File: src/rtl/spi_eng_pkg.sv
package spi_eng_pkg;

  // Bit positions inside the configuration word
  localparam int CFG_CPHA_BIT = 2;
  localparam int CFG_CPOL_BIT = 3;
  localparam int CFG_LSB_BIT  = 5;

  // Width of the half-period counter (largest half period is 64)
  localparam int HALF_W = 6;

  typedef enum logic [1:0] {
    ST_IDLE = 2'd0,
    ST_RUN  = 2'd1,
    ST_DONE = 2'd2
  } engState_t;

  // Strobes from the control FSM to the datapath
  typedef struct packed {
    logic running;    // a message is in progress (including the done cycle)
    logic start;      // start accepted: load byte 0, set SCK to idle level
    logic idleLvl;    // idle SCK level taken from the incoming config word
    logic load;       // load the shift register from the buffer
    logic shift;      // move the shift register by one bit
    logic capture;    // sample MISO into the capture bit
    logic toggle;     // SCK edge
    logic writeBack;  // register the assembled received byte
  } engStrobe_t;

  // Half-period length in system clocks for a divider code
  function automatic logic [HALF_W-1:0] halfPeriod(input logic [1:0] code);
    case (code)
      2'b00:   return 6'd2;
      2'b01:   return 6'd8;
      2'b10:   return 6'd32;
      default: return 6'd64;
    endcase
  endfunction

endpackage

File: src/rtl/spi_eng_ctrl.sv
module spi_eng_ctrl
  import spi_eng_pkg::*;
#(
  parameter int NUM_CS    = 4,
  parameter int BUF_DEPTH = 200,
  parameter int ADDR_W    = 8,
  parameter int CNT_W     = 8
) (
  input  logic              clk,
  input  logic              rstN,
  input  logic [7:0]        cfgWord,
  input  logic              startReq,
  input  logic [CNT_W-1:0]  byteCount,
  input  logic [NUM_CS-1:0] csSel,
  output logic              heldCpha,
  output logic              heldCpol,
  output logic              heldLsb,
  output logic [ADDR_W-1:0] bufRdAddr,
  output logic              bufWrEn,
  output logic [ADDR_W-1:0] bufWrAddr,
  output logic [NUM_CS-1:0] csN,
  output logic              xferDone,
  output engStrobe_t        strobe
);

  localparam int EDGE_W = CNT_W + 4;

  engState_t          state;
  logic [1:0]         divCode;
  logic [CNT_W-1:0]   cntHeld;
  logic [CNT_W-1:0]   byteIdx;
  logic [EDGE_W-1:0]  edgeNo;
  logic [HALF_W-1:0]  divCnt;
  logic [NUM_CS-1:0]  csNReg;
  logic               doneReg;
  logic               wrEnReg;
  logic [ADDR_W-1:0]  wrAddrReg;

  // Bits 7, 6 and 4 of the configuration word are not used
  logic unusedCfgBits;
  assign unusedCfgBits = ^{cfgWord[7:6], cfgWord[4]};

  logic startOk;
  assign startOk = (state == ST_IDLE) && startReq && (byteCount != '0) &&
                   (byteCount <= CNT_W'(BUF_DEPTH)) && $onehot(csSel);

  logic tick, lastTick, leadEdge;
  logic [3:0] edgeInByte;
  assign tick       = (state == ST_RUN) && (divCnt == (halfPeriod(divCode) - 6'd1));
  assign lastTick   = (edgeNo == {cntHeld, 4'b0000});
  assign edgeInByte = edgeNo[3:0];
  assign leadEdge   = ~edgeInByte[0];

  // Read address: phase 0 preloads the next byte at the last trailing edge
  logic [CNT_W-1:0] nextIdx, rdIdx;
  assign nextIdx = byteIdx + 1'b1;
  always_comb begin
    if (state != ST_RUN)                   rdIdx = '0;
    else if (heldCpha || nextIdx >= cntHeld) rdIdx = byteIdx;
    else                                   rdIdx = nextIdx;
  end
  assign bufRdAddr = rdIdx[ADDR_W-1:0];

  always_comb begin
    strobe         = '0;
    strobe.running = (state != ST_IDLE);
    strobe.start   = startOk;
    strobe.idleLvl = cfgWord[CFG_CPOL_BIT];
    if (tick && !lastTick) begin
      strobe.toggle = 1'b1;
      if (!heldCpha) begin
        if (leadEdge) begin
          strobe.capture = 1'b1;
        end else if (edgeInByte == 4'hF) begin
          strobe.writeBack = 1'b1;
          strobe.load      = 1'b1;
        end else begin
          strobe.shift = 1'b1;
        end
      end else begin
        if (leadEdge) begin
          if (edgeInByte == 4'h0) strobe.load  = 1'b1;
          else                    strobe.shift = 1'b1;
        end else begin
          strobe.capture = 1'b1;
          if (edgeInByte == 4'hF) strobe.writeBack = 1'b1;
        end
      end
    end
  end

  always_ff @(posedge clk or negedge rstN) begin
    if (!rstN) begin
      state     <= ST_IDLE;
      divCode   <= 2'b00;
      heldCpha  <= 1'b0;
      heldCpol  <= 1'b0;
      heldLsb   <= 1'b0;
      cntHeld   <= '0;
      byteIdx   <= '0;
      edgeNo    <= '0;
      divCnt    <= '0;
      csNReg    <= '1;
      doneReg   <= 1'b0;
      wrEnReg   <= 1'b0;
      wrAddrReg <= '0;
    end else begin
      doneReg <= 1'b0;
      wrEnReg <= strobe.writeBack;
      if (strobe.writeBack) wrAddrReg <= byteIdx[ADDR_W-1:0];
      case (state)
        ST_IDLE: begin
          if (startOk) begin
            state    <= ST_RUN;
            divCode  <= cfgWord[1:0];
            heldCpha <= cfgWord[CFG_CPHA_BIT];
            heldCpol <= cfgWord[CFG_CPOL_BIT];
            heldLsb  <= cfgWord[CFG_LSB_BIT];
            cntHeld  <= byteCount;
            csNReg   <= ~csSel;
            byteIdx  <= '0;
            edgeNo   <= '0;
            divCnt   <= '0;
          end
        end
        ST_RUN: begin
          if (tick) begin
            divCnt <= '0;
            if (lastTick) begin
              csNReg <= '1;
              state  <= ST_DONE;
            end else begin
              edgeNo <= edgeNo + 1'b1;
              if (strobe.writeBack) byteIdx <= nextIdx;
            end
          end else begin
            divCnt <= divCnt + 1'b1;
          end
        end
        ST_DONE: begin
          doneReg <= 1'b1;
          state   <= ST_IDLE;
        end
        default: state <= ST_IDLE;
      endcase
    end
  end

  assign csN       = csNReg;
  assign xferDone  = doneReg;
  assign bufWrEn   = wrEnReg;
  assign bufWrAddr = wrAddrReg;

  AST_CS_AT_MOST_ONE: assert property (@(posedge clk) disable iff (!rstN)
    $countones(~csNReg) <= 1);
  AST_CS_HELD_IN_RUN: assert property (@(posedge clk) disable iff (!rstN)
    (state == ST_RUN && $past(state) == ST_RUN) |-> $stable(csNReg));
  AST_CFG_FROZEN: assert property (@(posedge clk) disable iff (!rstN)
    (state != ST_IDLE && $past(state) != ST_IDLE) |->
      ($stable(divCode) && $stable(heldCpha) && $stable(heldCpol) && $stable(heldLsb)));
  AST_DONE_SINGLE: assert property (@(posedge clk) disable iff (!rstN)
    doneReg |=> !doneReg);
  AST_DONE_AFTER_RELEASE: assert property (@(posedge clk) disable iff (!rstN)
    doneReg |-> ((&csNReg) && (&$past(csNReg))));
  AST_WR_IN_MESSAGE: assert property (@(posedge clk) disable iff (!rstN)
    wrEnReg |-> (CNT_W'(wrAddrReg) < cntHeld));
  AST_EDGE_BOUND: assert property (@(posedge clk) disable iff (!rstN)
    (state == ST_RUN) |-> (edgeNo <= {cntHeld, 4'b0000}));

endmodule

File: src/rtl/spi_eng_dpath.sv
module spi_eng_dpath
  import spi_eng_pkg::*;
(
  input  logic       clk,
  input  logic       rstN,
  input  engStrobe_t strobe,
  input  logic       heldCpha,
  input  logic       heldCpol,
  input  logic       heldLsb,
  input  logic [7:0] bufRdData,
  input  logic       miso,
  output logic       sck,
  output logic       mosi,
  output logic [7:0] bufWrData
);

  logic [7:0] shiftReg;
  logic [7:0] rxReg;
  logic       sampleBit;
  logic       sckReg;

  // Phase 1 samples on the edge that closes the byte, so take MISO directly
  logic       rxBit;
  logic [7:0] shifted, rxByte;
  assign rxBit   = heldCpha ? miso : sampleBit;
  assign shifted = heldLsb ? {sampleBit, shiftReg[7:1]} : {shiftReg[6:0], sampleBit};
  assign rxByte  = heldLsb ? {rxBit, shiftReg[7:1]}     : {shiftReg[6:0], rxBit};

  always_ff @(posedge clk or negedge rstN) begin
    if (!rstN) begin
      shiftReg  <= '0;
      rxReg     <= '0;
      sampleBit <= 1'b0;
      sckReg    <= 1'b0;
    end else begin
      if (strobe.start) begin
        sckReg    <= strobe.idleLvl;
        shiftReg  <= bufRdData;
        sampleBit <= 1'b0;
      end else begin
        if (strobe.toggle)    sckReg    <= ~sckReg;
        if (strobe.capture)   sampleBit <= miso;
        if (strobe.writeBack) rxReg     <= rxByte;
        if (strobe.load)      shiftReg  <= bufRdData;
        else if (strobe.shift) shiftReg <= shifted;
      end
    end
  end

  assign sck       = sckReg;
  assign mosi      = heldLsb ? shiftReg[0] : shiftReg[7];
  assign bufWrData = rxReg;

  AST_SCK_IDLE_LEVEL: assert property (@(posedge clk) disable iff (!rstN)
    !strobe.running |-> (sckReg == heldCpol));
  AST_NO_MOSI_MOVE_ON_SAMPLE: assert property (@(posedge clk) disable iff (!rstN)
    strobe.capture |-> !(strobe.shift || strobe.load));
  AST_EDGE_WITH_DATA_ACTION: assert property (@(posedge clk) disable iff (!rstN)
    (strobe.shift || strobe.capture || strobe.load) |-> (strobe.toggle || strobe.start));

endmodule

File: src/rtl/spi_xfer_engine.sv
module spi_xfer_engine
  import spi_eng_pkg::*;
#(
  parameter int NUM_CS    = 4,
  parameter int BUF_DEPTH = 200,
  parameter int ADDR_W    = $clog2(BUF_DEPTH),
  parameter int CNT_W     = $clog2(BUF_DEPTH + 1)
) (
  input  logic              clk,
  input  logic              rstN,
  input  logic [7:0]        cfgWord,
  input  logic              startReq,
  input  logic [CNT_W-1:0]  byteCount,
  input  logic [NUM_CS-1:0] csSel,
  output logic              xferDone,
  output logic [ADDR_W-1:0] bufRdAddr,
  input  logic [7:0]        bufRdData,
  output logic              bufWrEn,
  output logic [ADDR_W-1:0] bufWrAddr,
  output logic [7:0]        bufWrData,
  output logic              sck,
  output logic              mosi,
  input  logic              miso,
  output logic [NUM_CS-1:0] csN
);

  engStrobe_t strobe;
  logic heldCpha, heldCpol, heldLsb;

  spi_eng_ctrl #(
    .NUM_CS   (NUM_CS),
    .BUF_DEPTH(BUF_DEPTH),
    .ADDR_W   (ADDR_W),
    .CNT_W    (CNT_W)
  ) ctrl (
    .clk      (clk),
    .rstN     (rstN),
    .cfgWord  (cfgWord),
    .startReq (startReq),
    .byteCount(byteCount),
    .csSel    (csSel),
    .heldCpha (heldCpha),
    .heldCpol (heldCpol),
    .heldLsb  (heldLsb),
    .bufRdAddr(bufRdAddr),
    .bufWrEn  (bufWrEn),
    .bufWrAddr(bufWrAddr),
    .csN      (csN),
    .xferDone (xferDone),
    .strobe   (strobe)
  );

  spi_eng_dpath dpath (
    .clk      (clk),
    .rstN     (rstN),
    .strobe   (strobe),
    .heldCpha (heldCpha),
    .heldCpol (heldCpol),
    .heldLsb  (heldLsb),
    .bufRdData(bufRdData),
    .miso     (miso),
    .sck      (sck),
    .mosi     (mosi),
    .bufWrData(bufWrData)
  );

endmodule

File: config.mk
export PLATFORM = sky130hd
export DESIGN_NAME = spi_xfer_engine
export DESIGN_NICKNAME = d
export VERILOG_FILES = /design/src/rtl/spi_eng_pkg.sv /design/src/rtl/spi_eng_ctrl.sv /design/src/rtl/spi_eng_dpath.sv /design/src/rtl/spi_xfer_engine.sv
export SDC_FILE = /design/constraint.sdc
export NUM_CORES = 1
export LEC_CHECK = 0
export BUFFER_PORTS_ARGS = -buffer_cell sky130_fd_sc_hd__clkbuf_2
export CAP_MARGIN = 10
export CORE_UTILIZATION = 52
export CTS_CLUSTER_SIZE = 8
export DETAILED_ROUTE_END_ITERATION = 12
export PLACE_DENSITY = 0.77
export SYNTH_ARGS = -nofsm -noshare
export SYNTH_HDL_FRONTEND = slang
export SYNTH_SLANG_ARGS = --single-unit
File: constraint.sdc
create_clock -name clk -period 2.77 [get_ports clk]
set_input_delay 0 -clock clk [delete_from_list [all_inputs] [get_ports clk]]
set_output_delay 0 -clock clk [all_outputs]
set_load 0.05 [all_outputs]
==> results.toml <==
[timing]
fin_crit_ns = 2.85
finalHoldViolations = 0
hold_ws_ns = 0.376
report.final.slew_viol_count = 0
setup_ws_ns = -0.0818
worst_pin_slew_ns = 0.914
rsz0062_at_grt = "true"
fmax_ghz = 0.351
finalCritPeriodShare_pct = 103
relSlewSlack_pct = 39.0
finalClockSkew_ns = 0.0113
setup_violations = 8

[synth]
ys.flop_type = "dfrtp_1"
synth-async-reset-ratio_pct = 100
syn-cell-area_um2 = 4220
synth_xor_area_share_pct = 4.57
ys_ff_latch = 72
yosysSeqAreaShare_pct = 42.9
synth_compound_area_share_pct = 15.7
synth_fa_ha_area_share_pct = 5.22
syn_inst = 465
synth_cell_types = 60
synth_edf_count = 0
muxShareOfSynthArea_pct = 5.97
synth.avg_cell_area_um2 = 9.07
synth_nets = 514
ys_warn_count = 0
yosys.area_share.simple_pct = 21.6
synth_top_family_by_area = "simple AND/OR/NAND/NOR gates"

[cts]
root_buffer = "clkbuf_8"
ctsHtreeMaxLevel = 3
cts_sinks = 72
cts_buffer_depth = 2
insertion_delay_ns = 0.36
clk_pin_slew_ns = 0.08
cts_buffers = 9
cts_tree = "built"

[die]
initial_utilization_pct = 54.3
die_h_um = 92.0
core-area_um2 = 7770
rows = 32
die_w_um = 92.0
io_pins = 64
die-area_um2 = 8470

[routing]
wl_met3_um = 669
wl_per_cell_um = 16.8
maxUsedRoutingLayer = "met4"
drt-total-wl_um = 11600
firstDrtPassIters = 5
ant_nets = 0
detail_route.iter0.violations = 392
vias_per_cell = 5.76
met1_length_um = 4680
vias = 3968
route.met2.wl_um = 5940
drcViolationCount = 0

[grt]
track_usage_pct = 28.3
grt_max_degree = 73
grt_overflow = 0
antenna_found_initial = 0
grt_pass1_vias = 3983
grt_pass1_wl_um = 18800

[layout]
design_area_um2 = 5790
antennaDiodeCount = 0
drive_gt1_share_pct = 30.8
finalNetCount = 631
area_growth_pct = 37.4

[worst_setup_path]
crit_top_cell = "buf_4"
end_kind = "primary output"
critical_path_required_ns = 2.77
path_class = "reg2out"
cp_cell_sequence = "nand3_4 > buf_4 > buf_4 > xnor2_2 > ha_2 > a21oi_2 > nor2b_4 > o21ai_2 > o211ai_1 > buf_6 > a21boi_4 > mux2i_4 > buf_12"
max_stage_delay_ns = 0.44
start_kind = "register"
crit_slowest_cell = "dfrtp_2"
path_max_fanout = 5
arrival_ns = 2.85

[power_and_ir_drop]
power_switching_share_pct = 35.8
power.switching_mw = 1.10
vdd_drop_max_mv = 0.387
pwr-share-seq_pct = 44.6
p_leak_nw = 2.74
combPwrFrac_pct = 30.0
p_int_mw = 1.98
clkPwrFrac_pct = 25.4
p_per_area_nw_per_um2 = 533

[run_status]
violations = "negative setup slack"
status = "complete, but fails checks"

[placement]
placed_area_um2 = 4900
gp_congestion = 0.886
dp_slack_ns = -0.0268
dp_hpwl_um = 7300
portBuffers = 60

[run]
maxCapViolations = 0

[worst_hold_path]
min_path_type = "in2async"
-- worst max-delay path: cells and delay by family, from the launching register on --
kind	cells	cell delay, ns
fa+ha+maj	1	0.20
mux	1	0.28
xor+xnor	1	0.15
buf+inv	4	0.65
simple gates	2	0.16
compound gates	4	0.60
flops	1	0.44
-- synth_stat cells (6+ instances only) --
| cell type | number | share of area, % |
|---|---|---|
| ha_1 | 16 | 4.7 |
| o21a_1 | 6 | 1.1 |
| xor2_1 | 13 | 2.7 |
| xnor2_1 | 9 | 1.9 |
| or4_1 | 6 | 1.1 |
| inv_1 | 16 | 1.4 |
| nor2_1 | 17 | 1.5 |
| mux2i_1 | 15 | 3.6 |
| nand2b_1 | 11 | 1.6 |
| nand3_1 | 27 | 3.2 |
| nor3_1 | 13 | 1.5 |
| nor2b_1 | 7 | 1.0 |
| o21ai_0 | 28 | 3.3 |
| and3_1 | 6 | 0.89 |
| nand2_1 | 78 | 6.9 |
| a21oi_1 | 29 | 3.4 |
| o211ai_1 | 6 | 1.1 |
| clkbuf_1 | 19 | 1.7 |
| dfrtp_1 | 68 | 40 |
| mux2_2 | 7 | 1.9 |
-- layer usage --
metal / track usage (%) / up-vias
li1: - / 1876
met1: 36.3 / 1921
met2: 48.0 / 144
met3: 4.73 / 27
met4: 10.5 / 0
met5: 0 / -
-- power by group through the flow --
stage | sequential (mW) | combinational [mW] | clock (mW)
after floorplan | 1.43 | 0.499 | 0
after global placement | 1.38 | 0.755 | 0
after detailed placement | 1.39 | 0.780 | 0
after CTS | 1.37 | 0.869 | 0.790
after global routing | 1.40 | 1.00 | 0.834
final | 1.38 | 0.924 | 0.784
-- cell families (layout without fill, tap and decap cells) --
kind of cell    after synthesis  in the layout
simple gates                187            187
compound gates              101            101
flops                        72             72
xor+xnor                     22             22
fa+ha+maj                    17             17
buf+inv                      42            164
mux                          24             24
-- sequential cells by signal, summed over array words and instances (netlist names) --
name / cells
ctrl.bufWrAddr: 8
ctrl.bufWrEn: 1
ctrl.byteIdx: 8
ctrl.cntHeld: 8
ctrl.csN: 4
ctrl.divCnt: 6
ctrl.divCode: 2
ctrl.edgeNo: 12
ctrl.heldCpha: 1
ctrl.heldLsb: 1
ctrl.state: 2
ctrl.xferDone: 1
dpath.bufWrData: 8
dpath.sampleBit: 1
dpath.sck: 1
dpath.shiftReg: 8
-- layout make-up --
class                   count  area [µm²]
repair buffers            131        1020
well taps                 102         128
flip-flops and latches     72        1810
clock inverters             3        17.5
fillers                   537        1980
multi-input cells         351        2590
clock buffers              13         159
inverters                  17        63.8
-- repair_timing --
action | in CTS | in global routing
gates resized for setup | 39 | 28
endpoints found under the hold margin | 94 | 0
buffers inserted | 6 | 10
endpoints found under the setup margin | 8 | 21
cloned | 1 | 0
pin swaps | 16 | 14
hold buffers | 27 | 0
-- stage by stage --
step	total power [mW]	utilization (%)	TNS [ns]	instances
final	3.08	74.5	-0.489	689
after CTS	3.03	71.9	-0.0916	679
after detailed placement	2.17	63.1	-0.0268	629
after global placement	2.13	63.1	0	629
after global routing	3.24	74.5	-1.26	689
after floorplan	1.93	-	-0.405	465
-- worst paths after layout --
check                                   from  slack, ns  cells past startpoint                end
max                          ctrl.byteIdx[1]      -0.08                     13       bufRdAddr[2]
min                                     rstN       0.38                      3  ctrl.bufWrAddr[6]
max reg2reg                  ctrl.divCode[1]       0.10                      9    ctrl.edgeNo[11]
min reg2reg                ctrl.bufWrAddr[5]       0.48                      2  ctrl.bufWrAddr[5]
max in group asynchronous               rstN       1.73                      3    ctrl.divCode[1]
min in group clk                  cfgWord[0]       0.41                      4    ctrl.divCode[0]
-- cell usage in the layout, fill, tap and decap left out, drive strengths merged, types with 4 or more instances in the layout --
master       count
xnor2            9
and3             6
dlygate4sd3     27
nand2b          11
nor3            14
o31ai            5
o21ai           29
ha              16
a21oi           30
nand2           78
inv             16
dfstp            4
xor2            13
or4              6
o211ai           6
dfrtp           68
nand3           27
o21a             6
a221oi           5
clkbuf          64
a21o             4
mux2             9
mux2i           15
nor2            18
buf             53
nand4            4
nor2b            7
Power figures use the tool's default switching activity.
